[config.mk]
export PLATFORM = sky130hd
export DESIGN_NAME = irq_vector_ctrl
export DESIGN_NICKNAME = d
export VERILOG_FILES = /design/src/rtl/irq_pkg.sv /design/src/rtl/irq_pin_edge.sv /design/src/rtl/irq_ctrl_regs.sv /design/src/rtl/irq_prio_pick.sv /design/src/rtl/irq_vector_ctrl.sv
export SDC_FILE = /design/constraint.sdc
export NUM_CORES = 1
export LEC_CHECK = 0
export CAP_MARGIN = 20
export CORE_MARGIN = 1.5
export CORE_UTILIZATION = 35
export CTS_CLUSTER_DIAMETER = 30
export CTS_CLUSTER_SIZE = 14
export DETAILED_ROUTE_END_ITERATION = 10
export DONT_BUFFER_PORTS = 1
export PLACE_DENSITY = 0.49
export SYNTH_ARGS = -nofsm -noshare
export SYNTH_HDL_FRONTEND = slang
export SYNTH_SLANG_ARGS = --single-unit
[constraint.sdc]
create_clock -name clk -period 2 [get_ports clk]
set_input_delay 0.4 -clock clk [delete_from_list [all_inputs] [get_ports clk]]
set_output_delay 0.4 -clock clk [all_outputs]
set_load 0.05 [all_outputs]
[src/rtl/irq_pkg.sv]
package irq_pkg;
  localparam int NUM_SRC = 5;
  localparam int SRC_W   = $clog2(NUM_SRC);

  // register 0 layout (decoded by core software)
  localparam int R0_MASTER    = 0;
  localparam int R0_EN_BASE   = 1;
  localparam int R0_FLAG_BASE = 4;
  localparam int R0_SRCS      = 3;
  // register 1 layout
  localparam int R1_FLAG_BASE = 0;
  localparam int R1_EN_BASE   = 2;
  localparam int R1_SRCS      = NUM_SRC - R0_SRCS;

  typedef enum logic [SRC_W-1:0] {
    SRC_EXT  = 3'd0,
    SRC_TMR0 = 3'd1,
    SRC_TMR1 = 3'd2,
    SRC_TMR2 = 3'd3,
    SRC_TMR3 = 3'd4
  } src_e;
endpackage

[src/rtl/irq_pin_edge.sv]
module irq_pin_edge #(
  parameter int SYNC_STAGES = 2,
  parameter bit FALL_EDGE   = 1'b1
) (
  input  logic clk,
  input  logic rst_n,
  input  logic pin,
  output logic edge_pulse
);
  localparam bit IDLE = FALL_EDGE;

  logic [SYNC_STAGES:0] chain_q;

  always_ff @(posedge clk or negedge rst_n) begin
    if (!rst_n) chain_q <= {(SYNC_STAGES+1){IDLE}};
    else        chain_q <= {chain_q[SYNC_STAGES-1:0], pin};
  end

  generate
    if (FALL_EDGE) begin : g_fall
      assign edge_pulse = chain_q[SYNC_STAGES] & ~chain_q[SYNC_STAGES-1];
    end else begin : g_rise
      assign edge_pulse = ~chain_q[SYNC_STAGES] & chain_q[SYNC_STAGES-1];
    end
  endgenerate

  // an edge detect is a single-cycle pulse
  assert_edge_single_R4: assert property (@(posedge clk) disable iff (!rst_n)
    edge_pulse |=> !edge_pulse);
endmodule

[src/rtl/irq_ctrl_regs.sv]
module irq_ctrl_regs
  import irq_pkg::*;
(
  input  logic               clk,
  input  logic               rst_n,
  input  logic               wr_en,
  input  logic               sel,
  input  logic [7:0]         wr_data,
  input  logic [NUM_SRC-1:0] hw_set,
  input  logic               ack,
  input  logic [NUM_SRC-1:0] ack_mask,
  input  logic               ret_set,
  output logic [NUM_SRC-1:0] flags,
  output logic [NUM_SRC-1:0] enables,
  output logic               master,
  output logic [7:0]         rd_data
);
  logic [NUM_SRC-1:0] flag_q, flag_d, en_q, en_d;
  logic               master_q, master_d;

  always_comb begin
    flag_d   = flag_q;
    en_d     = en_q;
    master_d = master_q;
    if (wr_en && !sel) begin
      master_d = wr_data[R0_MASTER];
      for (int i = 0; i < R0_SRCS; i++) begin
        en_d[i]   = wr_data[R0_EN_BASE + i];
        flag_d[i] = wr_data[R0_FLAG_BASE + i];
      end
    end
    if (wr_en && sel) begin
      for (int i = 0; i < R1_SRCS; i++) begin
        en_d[R0_SRCS + i]   = wr_data[R1_EN_BASE + i];
        flag_d[R0_SRCS + i] = wr_data[R1_FLAG_BASE + i];
      end
    end
    if (ret_set) master_d = 1'b1;
    if (ack) begin
      master_d = 1'b0;
      flag_d   = flag_d & ~ack_mask;
    end
    flag_d = flag_d | hw_set;   // hardware set beats any clear
  end

  always_ff @(posedge clk or negedge rst_n) begin
    if (!rst_n) begin
      flag_q   <= '0;
      en_q     <= '0;
      master_q <= 1'b0;
    end else begin
      flag_q   <= flag_d;
      en_q     <= en_d;
      master_q <= master_d;
    end
  end

  logic [7:0] rd0, rd1;
  always_comb begin
    rd0 = '0;
    rd1 = '0;
    rd0[R0_MASTER] = master_q;
    for (int i = 0; i < R0_SRCS; i++) begin
      rd0[R0_EN_BASE + i]   = en_q[i];
      rd0[R0_FLAG_BASE + i] = flag_q[i];
    end
    for (int i = 0; i < R1_SRCS; i++) begin
      rd1[R1_EN_BASE + i]   = en_q[R0_SRCS + i];
      rd1[R1_FLAG_BASE + i] = flag_q[R0_SRCS + i];
    end
  end

  assign rd_data = sel ? rd1 : rd0;
  assign flags   = flag_q;
  assign enables = en_q;
  assign master  = master_q;

  // a hardware set is always recorded
  generate
    for (genvar gi = 0; gi < NUM_SRC; gi++) begin : g_chk
      assert_hw_set_sticks_R11: assert property (@(posedge clk) disable iff (!rst_n)
        hw_set[gi] |=> flags[gi]);
    end
  endgenerate

  // taking a request drops the master enable
  assert_ack_clears_master_R9: assert property (@(posedge clk) disable iff (!rst_n)
    ack |=> !master);

  // return-with-enable restores the master enable
  assert_ret_sets_master_R10: assert property (@(posedge clk) disable iff (!rst_n)
    (ret_set && !ack) |=> master);
endmodule

[src/rtl/irq_prio_pick.sv]
module irq_prio_pick #(
  parameter int N = 5,
  localparam int IW = (N > 1) ? $clog2(N) : 1
) (
  input  logic          clk,
  input  logic          rst_n,
  input  logic [N-1:0]  req,
  output logic [N-1:0]  grant,
  output logic          any,
  output logic [IW-1:0] win_idx
);
  logic [N:0] seen;
  assign seen[0] = 1'b0;

  generate
    for (genvar gi = 0; gi < N; gi++) begin : g_chain
      assign grant[gi]  = req[gi] & ~seen[gi];
      assign seen[gi+1] = seen[gi] | req[gi];
    end
  endgenerate

  assign any = seen[N];

  always_comb begin
    win_idx = '0;
    for (int i = N - 1; i >= 0; i--) begin
      if (req[i]) win_idx = IW'(i);
    end
  end

  // at most one winner, and the index matches the one-hot grant
  assert_single_winner_R7: assert property (@(posedge clk) disable iff (!rst_n)
    $onehot0(grant));
  assert_index_matches_R7: assert property (@(posedge clk) disable iff (!rst_n)
    any |-> grant[win_idx]);
endmodule

[src/rtl/irq_vector_ctrl.sv]
module irq_vector_ctrl
  import irq_pkg::*;
#(
  parameter int ADDR_W      = 8,
  parameter int VEC_BASE    = 4,
  parameter int VEC_STEP    = 4,
  parameter int SYNC_STAGES = 2,
  parameter bit FALL_EDGE   = 1'b1
) (
  input  logic              clk,
  input  logic              rst_n,
  input  logic              ext_pin,
  input  logic [3:0]        tmr_ovf,
  input  logic              sample_tick,
  input  logic              stack_full,
  input  logic              ret_strobe,
  input  logic              ret_sets_en,
  input  logic              reg_wr,
  input  logic              reg_sel,
  input  logic [7:0]        reg_wdata,
  output logic [7:0]        reg_rdata,
  output logic              vec_valid,
  input  logic              vec_ready,
  output logic [ADDR_W-1:0] vec_addr,
  output logic [SRC_W-1:0]  vec_src
);
  logic               ext_edge;
  logic [NUM_SRC-1:0] hw_set, flags, enables, eligible, grant, ack_mask;
  logic               master_en, any_req, take;
  logic [SRC_W-1:0]   win_idx;
  logic               valid_q;
  logic [ADDR_W-1:0]  addr_q;
  logic [SRC_W-1:0]   src_q;

  irq_pin_edge #(.SYNC_STAGES(SYNC_STAGES), .FALL_EDGE(FALL_EDGE)) u_edge (
    .clk(clk), .rst_n(rst_n), .pin(ext_pin), .edge_pulse(ext_edge)
  );

  assign hw_set = {tmr_ovf, ext_edge};

  irq_ctrl_regs u_regs (
    .clk(clk), .rst_n(rst_n),
    .wr_en(reg_wr), .sel(reg_sel), .wr_data(reg_wdata),
    .hw_set(hw_set), .ack(take), .ack_mask(ack_mask),
    .ret_set(ret_strobe && ret_sets_en),
    .flags(flags), .enables(enables), .master(master_en),
    .rd_data(reg_rdata)
  );

  assign eligible = flags & enables;

  irq_prio_pick #(.N(NUM_SRC)) u_pick (
    .clk(clk), .rst_n(rst_n), .req(eligible),
    .grant(grant), .any(any_req), .win_idx(win_idx)
  );

  assign take     = sample_tick && master_en && !stack_full && any_req && !valid_q;
  assign ack_mask = take ? grant : '0;

  always_ff @(posedge clk or negedge rst_n) begin
    if (!rst_n) begin
      valid_q <= 1'b0;
      addr_q  <= '0;
      src_q   <= '0;
    end else if (take) begin
      valid_q <= 1'b1;
      addr_q  <= ADDR_W'(VEC_BASE + VEC_STEP * int'(win_idx));
      src_q   <= win_idx;
    end else if (vec_ready) begin
      valid_q <= 1'b0;
    end
  end

  assign vec_valid = valid_q;
  assign vec_addr  = addr_q;
  assign vec_src   = src_q;

  // a new vector only follows an edge with every service condition met
  assert_take_conditions_R6: assert property (@(posedge clk) disable iff (!rst_n)
    $rose(vec_valid) |-> ($past(master_en) && !$past(stack_full) && $past(sample_tick)));

  // offered vector is held until accepted
  assert_vec_hold_R12: assert property (@(posedge clk) disable iff (!rst_n)
    (vec_valid && !vec_ready) |=> (vec_valid && $stable(vec_addr) && $stable(vec_src)));

  // a plain return does not touch the master enable
  assert_plain_ret_R10: assert property (@(posedge clk) disable iff (!rst_n)
    (ret_strobe && !ret_sets_en && !take && !reg_wr) |=> $stable(master_en));
endmodule

Word level (Yosys, flattened, before mapping)
Cells that the tools add are included.
Word-level totals
  bits of input ports: 22
  bits in registers: 26
Operators by class
  bitwise logic cells: 18
  reduce and logical (&&, ||, !) cells: 12
  $add $sub $neg: 1
  multiplexer cells: 15
Operators with widths (number)
  two-way mux 3 bit: 6
  AND 5 bit: 2
  two-way mux 5 bit: 2
  logical AND 1 bit: 7
  two-way mux 7 bit: 1
  adder 3 x 5 -> 6 bit (first input constant): 1
  AND 1 bit: 5
  two-way mux 1 bit: 5
  inverter 1 bit: 5
  inverter 5 bit: 1
  bitwise OR 5 bit: 1
  bitwise OR 1 bit: 4
  zero test 1 bit: 3
  nonzero test 3 bit: 1
  two-way mux 2 bit: 1
  nonzero test 2 bit: 1

Longest topological paths before layout
  depth in word-level cells: 12
  depth in mapped cells: 6

Cells and area by module
From an unflattened synthesis, not the netlist that was laid out.
Unflattened totals
  cell total of the unflattened synthesis: 108
  area, all modules: 1246.2 um^2
Modules (own cells, without submodules)
  irq_ctrl_regs: times used 1, area each 605.6 um^2, seq. area each 275.3 um^2, cells an instance 50
  irq_vector_ctrl: times used 1, area each 475.5 um^2, seq. area each 200.2 um^2, cells an instance 41
  irq_pin_edge: times used 1, area each 92.6 um^2, seq. area each 78.8 um^2, cells an instance 4
  irq_prio_pick: times used 1, area each 72.6 um^2, seq. area each 0.0 um^2, cells an instance 13

Worst setup path before layout
No wires, ideal clock.
  kind: input port to output port
  start point: input port reg_sel
  end point: output port reg_rdata[4]
  path slack: 0.353 ns
  stages: 2
  arrival: 1.247 ns
  path through: buf_4 > nor2b_1
On the way
  word-level cells in the longest chain between the ends: 1
Ends and longest elaborated chain
  start, declared: line irq_vector_ctrl.sv:19  | input logic reg_sel,
  two-way mux 7 bit: line irq_ctrl_regs.sv:73  | assign rd_data = sel ? rd1 : rd0;
  end, declared: line irq_vector_ctrl.sv:21  | output logic [7:0] reg_rdata,
Every way passes these cells.

Worst setup path after layout
  start point: register u_regs.flag_q[3] (netlist: u_regs.flags[3])
  end point: output port reg_rdata[0]
On the way
  word-level cells in the longest chain between the ends: 1
Ends and longest elaborated chain
  start, declared: line irq_ctrl_regs.sv:18  | logic [NUM_SRC-1:0] flag_q, flag_d, en_q, en_d;
  start signal, assigned: line irq_ctrl_regs.sv:52  | flag_q <= flag_d;
  two-way mux 7 bit: line irq_ctrl_regs.sv:73
Every way passes these cells.

==> metrics.yaml <==
critical_path:
  end_kind: "output port"
  crit_fanout: 6
  crit_type: "reg2out"
  start_kind: "flip-flop"
  r2r_cells: 5
  cpPeakStageDelay_ns: 0.46
  crit_arrival_ns: 1.18
  r2r_slack_ns: 0.45
  crit_slowest_cell: "dfrtp_1"
  r2r-end: "vec_addr[3]"
  r2r_start: "u_regs.enables[2]"
  crit_path_cell_trace: "mux2_2"
  path_buf_inv: 0
  cp_top_family: "flip-flops"
  required_ns: 1.60
cells_and_area:
  final_cell_mix: "dfrtp_1, mux2_2, nor2_1, nand2_1"
  mostFrequentLayoutCell: "dfrtp_1"
  diodes: 0
  drive_gt1_share_pct: 29.9
  fin_nets: 131
  area_delta_synth_final_pct: 12.3
synth:
  yosysSeqAreaShare_pct: 48.4
  syn_avg_cell_area_um2: 11.6
  ys_seq_elements: 22
  synth_cell_type_count: 35
  synth_top_family_by_area: "compound AO/OA/AOI/OAI gates"
  yosys.area.top_type: "dfrtp_1"
  synth_top_area_share_pct: 41.5
  synth-simple-area-share_pct: 13.2
  synth-compound-area-share_pct: 16.1
  ys.warnings.count: 0
  synth_mux_area_share_pct: 15.0
  synth_area_um2: 1140
  netlist_instances: 99
  ys_top_cells_by_area: "dfrtp_1, mux2_2, dfstp_2"
  synthAdderAreaFrac_pct: 1.09
  synthXorXnorAreaFrac_pct: 0
clocking:
  clockBufferDepth: 2
  postCtsSetupBuffers: 0
  hold_buffers: 1
  clkLatencyLatePin_ns: 0.30
  ctsResizeCount: 0
  clock_sinks: 22
  cts_tree: "built"
  cts_inserted_buffers: 3
  clk_pin_slew_ns: 0.12
  clockRootBuffer: "clkbuf_4"
  cts_max_level: 1
hold_path:
  hold_class: "in2reg"
  min-delay-start: "ext_pin"
  hold_depth: 0
  hold_path_end: "u_edge.chain_q[0]"
status:
  status: "finished clean"
job:
  drv_cap: 0
routing:
  routed_via_density: 4.95
  vias: 748
  drt_iter0_drc: 15
  drc: 0
  wl_um: 2250
  ant_nets: 0
  dr.pass1.iters: 3
  wire_per_inst_um: 14.9
die:
  row_count: 20
  io_pins: 42
  fp.dieArea_um2: 3620
  fp.dieW_um: 60.2
  fp.dieH_um: 60.2
  start_util_pct: 37.2
  core_um2: 3080
sta:
  hold_viol_final: 0
  min_period_over_period_pct: 79.2
  fin_setup_tns_ns: 0
  rsz0062_at_grt: "no"
  finalClockSkew_ns: 0.00389
  fmax_mhz: 631
  max_slew_margin_pct: 66.2
  final.min_clock_period_ns: 1.58
  fin_hold_ws_ns: 0.0763
  setup_violations: 0
  worst_pin_slew_ns: 0.508
  slew_viol_final: 0
global_routing:
  grt_usage_pct: 13.5
  grt_pass1_wl_um: 3520
  grt_max_degree: 23
  antenna_found_initial: 0
  grt.overflow.total: 0
  grt_pass1_vias: 725
pwr:
  switching_share_pct: 40.7
  p_seq_share_pct: 52.8
  p_clk_share_pct: 22.5
  p_switching_w: 0.000605
  internal-power_w: 0.000880
  combPwrFrac_pct: 24.7
  irDropWorstVdd_v: 0.000581
  p_leak_nw: 0.564
  power_density_nw_per_um2: 1150
placed_design:
  dpl.hpwl_um: 1720
  place_congestion: 0.747
  io_buffer_count: 0
-- cells in the mapped netlist, drive strengths merged --
cell type,count
a311oi,1
o21ai,4
o21bai,3
nand2b,3
dfrtp,19
a22o,2
o21a,1
dfstp,3
conb,1
nand2,6
nor2,8
nor2b,4
nand4,1
a21o,3
nand3,2
and4bb,1
nor3,1
mux2,11
mux2i,4
and2,1
buf,7
o221ai,1
a22oi,1
a32oi,1
o2bb2ai,1
inv,3
a21oi,5
ha,1
-- metrics by stage --
stage          total power, W  instance area [um^2]  utilization, %  worst slack, ns  cells
3_3_place_gp          0.00114                  1200            38.9            0.473    145
3_5_place_dp          0.00115                  1200            38.9            0.460    145
4_1_cts               0.00150                  1260            40.9            0.399    150
6_report              0.00149                  1290            41.8            0.416    151
5_1_grt               0.00156                  1290            41.8            0.359    151
2_1_floorplan         0.00109                  1160               -            0.353    103
-- sequential cells by signal (all words and copies together) (netlist names) --
| register | flops |
|---|---|
| vec_addr | 4 |
| vec_valid | 1 |
| u_edge.chain_q | 3 |
| u_regs.flags | 5 |
| vec_src | 3 |
| u_regs.enables | 5 |
| u_regs.master | 1 |
-- cell type report --
cell class,instances,area (um^2)
fillers,309,1790
flip-flops and latches,22,554
multi-input cells,71,538
repair buffers,7,75.1
well taps,44,55.1
clock inverters,1,30.0
clock buffers,3,22.5
inverters,3,11.3
-- how the worst max path moves through the flow --
stage / start / cells after the start / endpoint
CTS: u_regs.flags[3] / 1 / reg_rdata[0]
finish: u_regs.flags[3] / 1 / reg_rdata[0]
detailed placement: u_regs.flags[2] / 5 / vec_addr[3]
global placement: u_regs.enables[2] / 5 / vec_addr[3]
floorplan: reg_sel / 2 / reg_rdata[4]
global route: u_regs.flags[2] / 5 / vec_addr[3]
-- metal layers --
layer  global-route usage [%]  vias up  wire length (um)
met1                     18.5      361              1020
met5                        0        -                 0
met3                     3.03        2               164
met4                     5.71        0                18
li1                         -      361                 -
met2                     20.3       24              1050
-- power groups by stage --
stage | clock (W) | combinational [W] | sequential, W
floorplan | 0 | 0.000304 | 0.000786
global placement | 0 | 0.000349 | 0.000794
detailed placement | 0 | 0.000353 | 0.000796
CTS | 0.000351 | 0.000366 | 0.000786
global route | 0.000363 | 0.000401 | 0.000799
finish | 0.000335 | 0.000367 | 0.000784
-- logic make-up (layout without fill, tap and decap cells) --
family / Yosys count / in the layout
and+or+nand+nor: 27 / 27
AOI/OAI and AO/OA: 23 / 23
DFF: 22 / 22
muxes: 15 / 15
buffers and inverters: 10 / 14
adders and majority gates: 1 / 1
other: 1 / 5
Power figures use the tool's default switching activity.
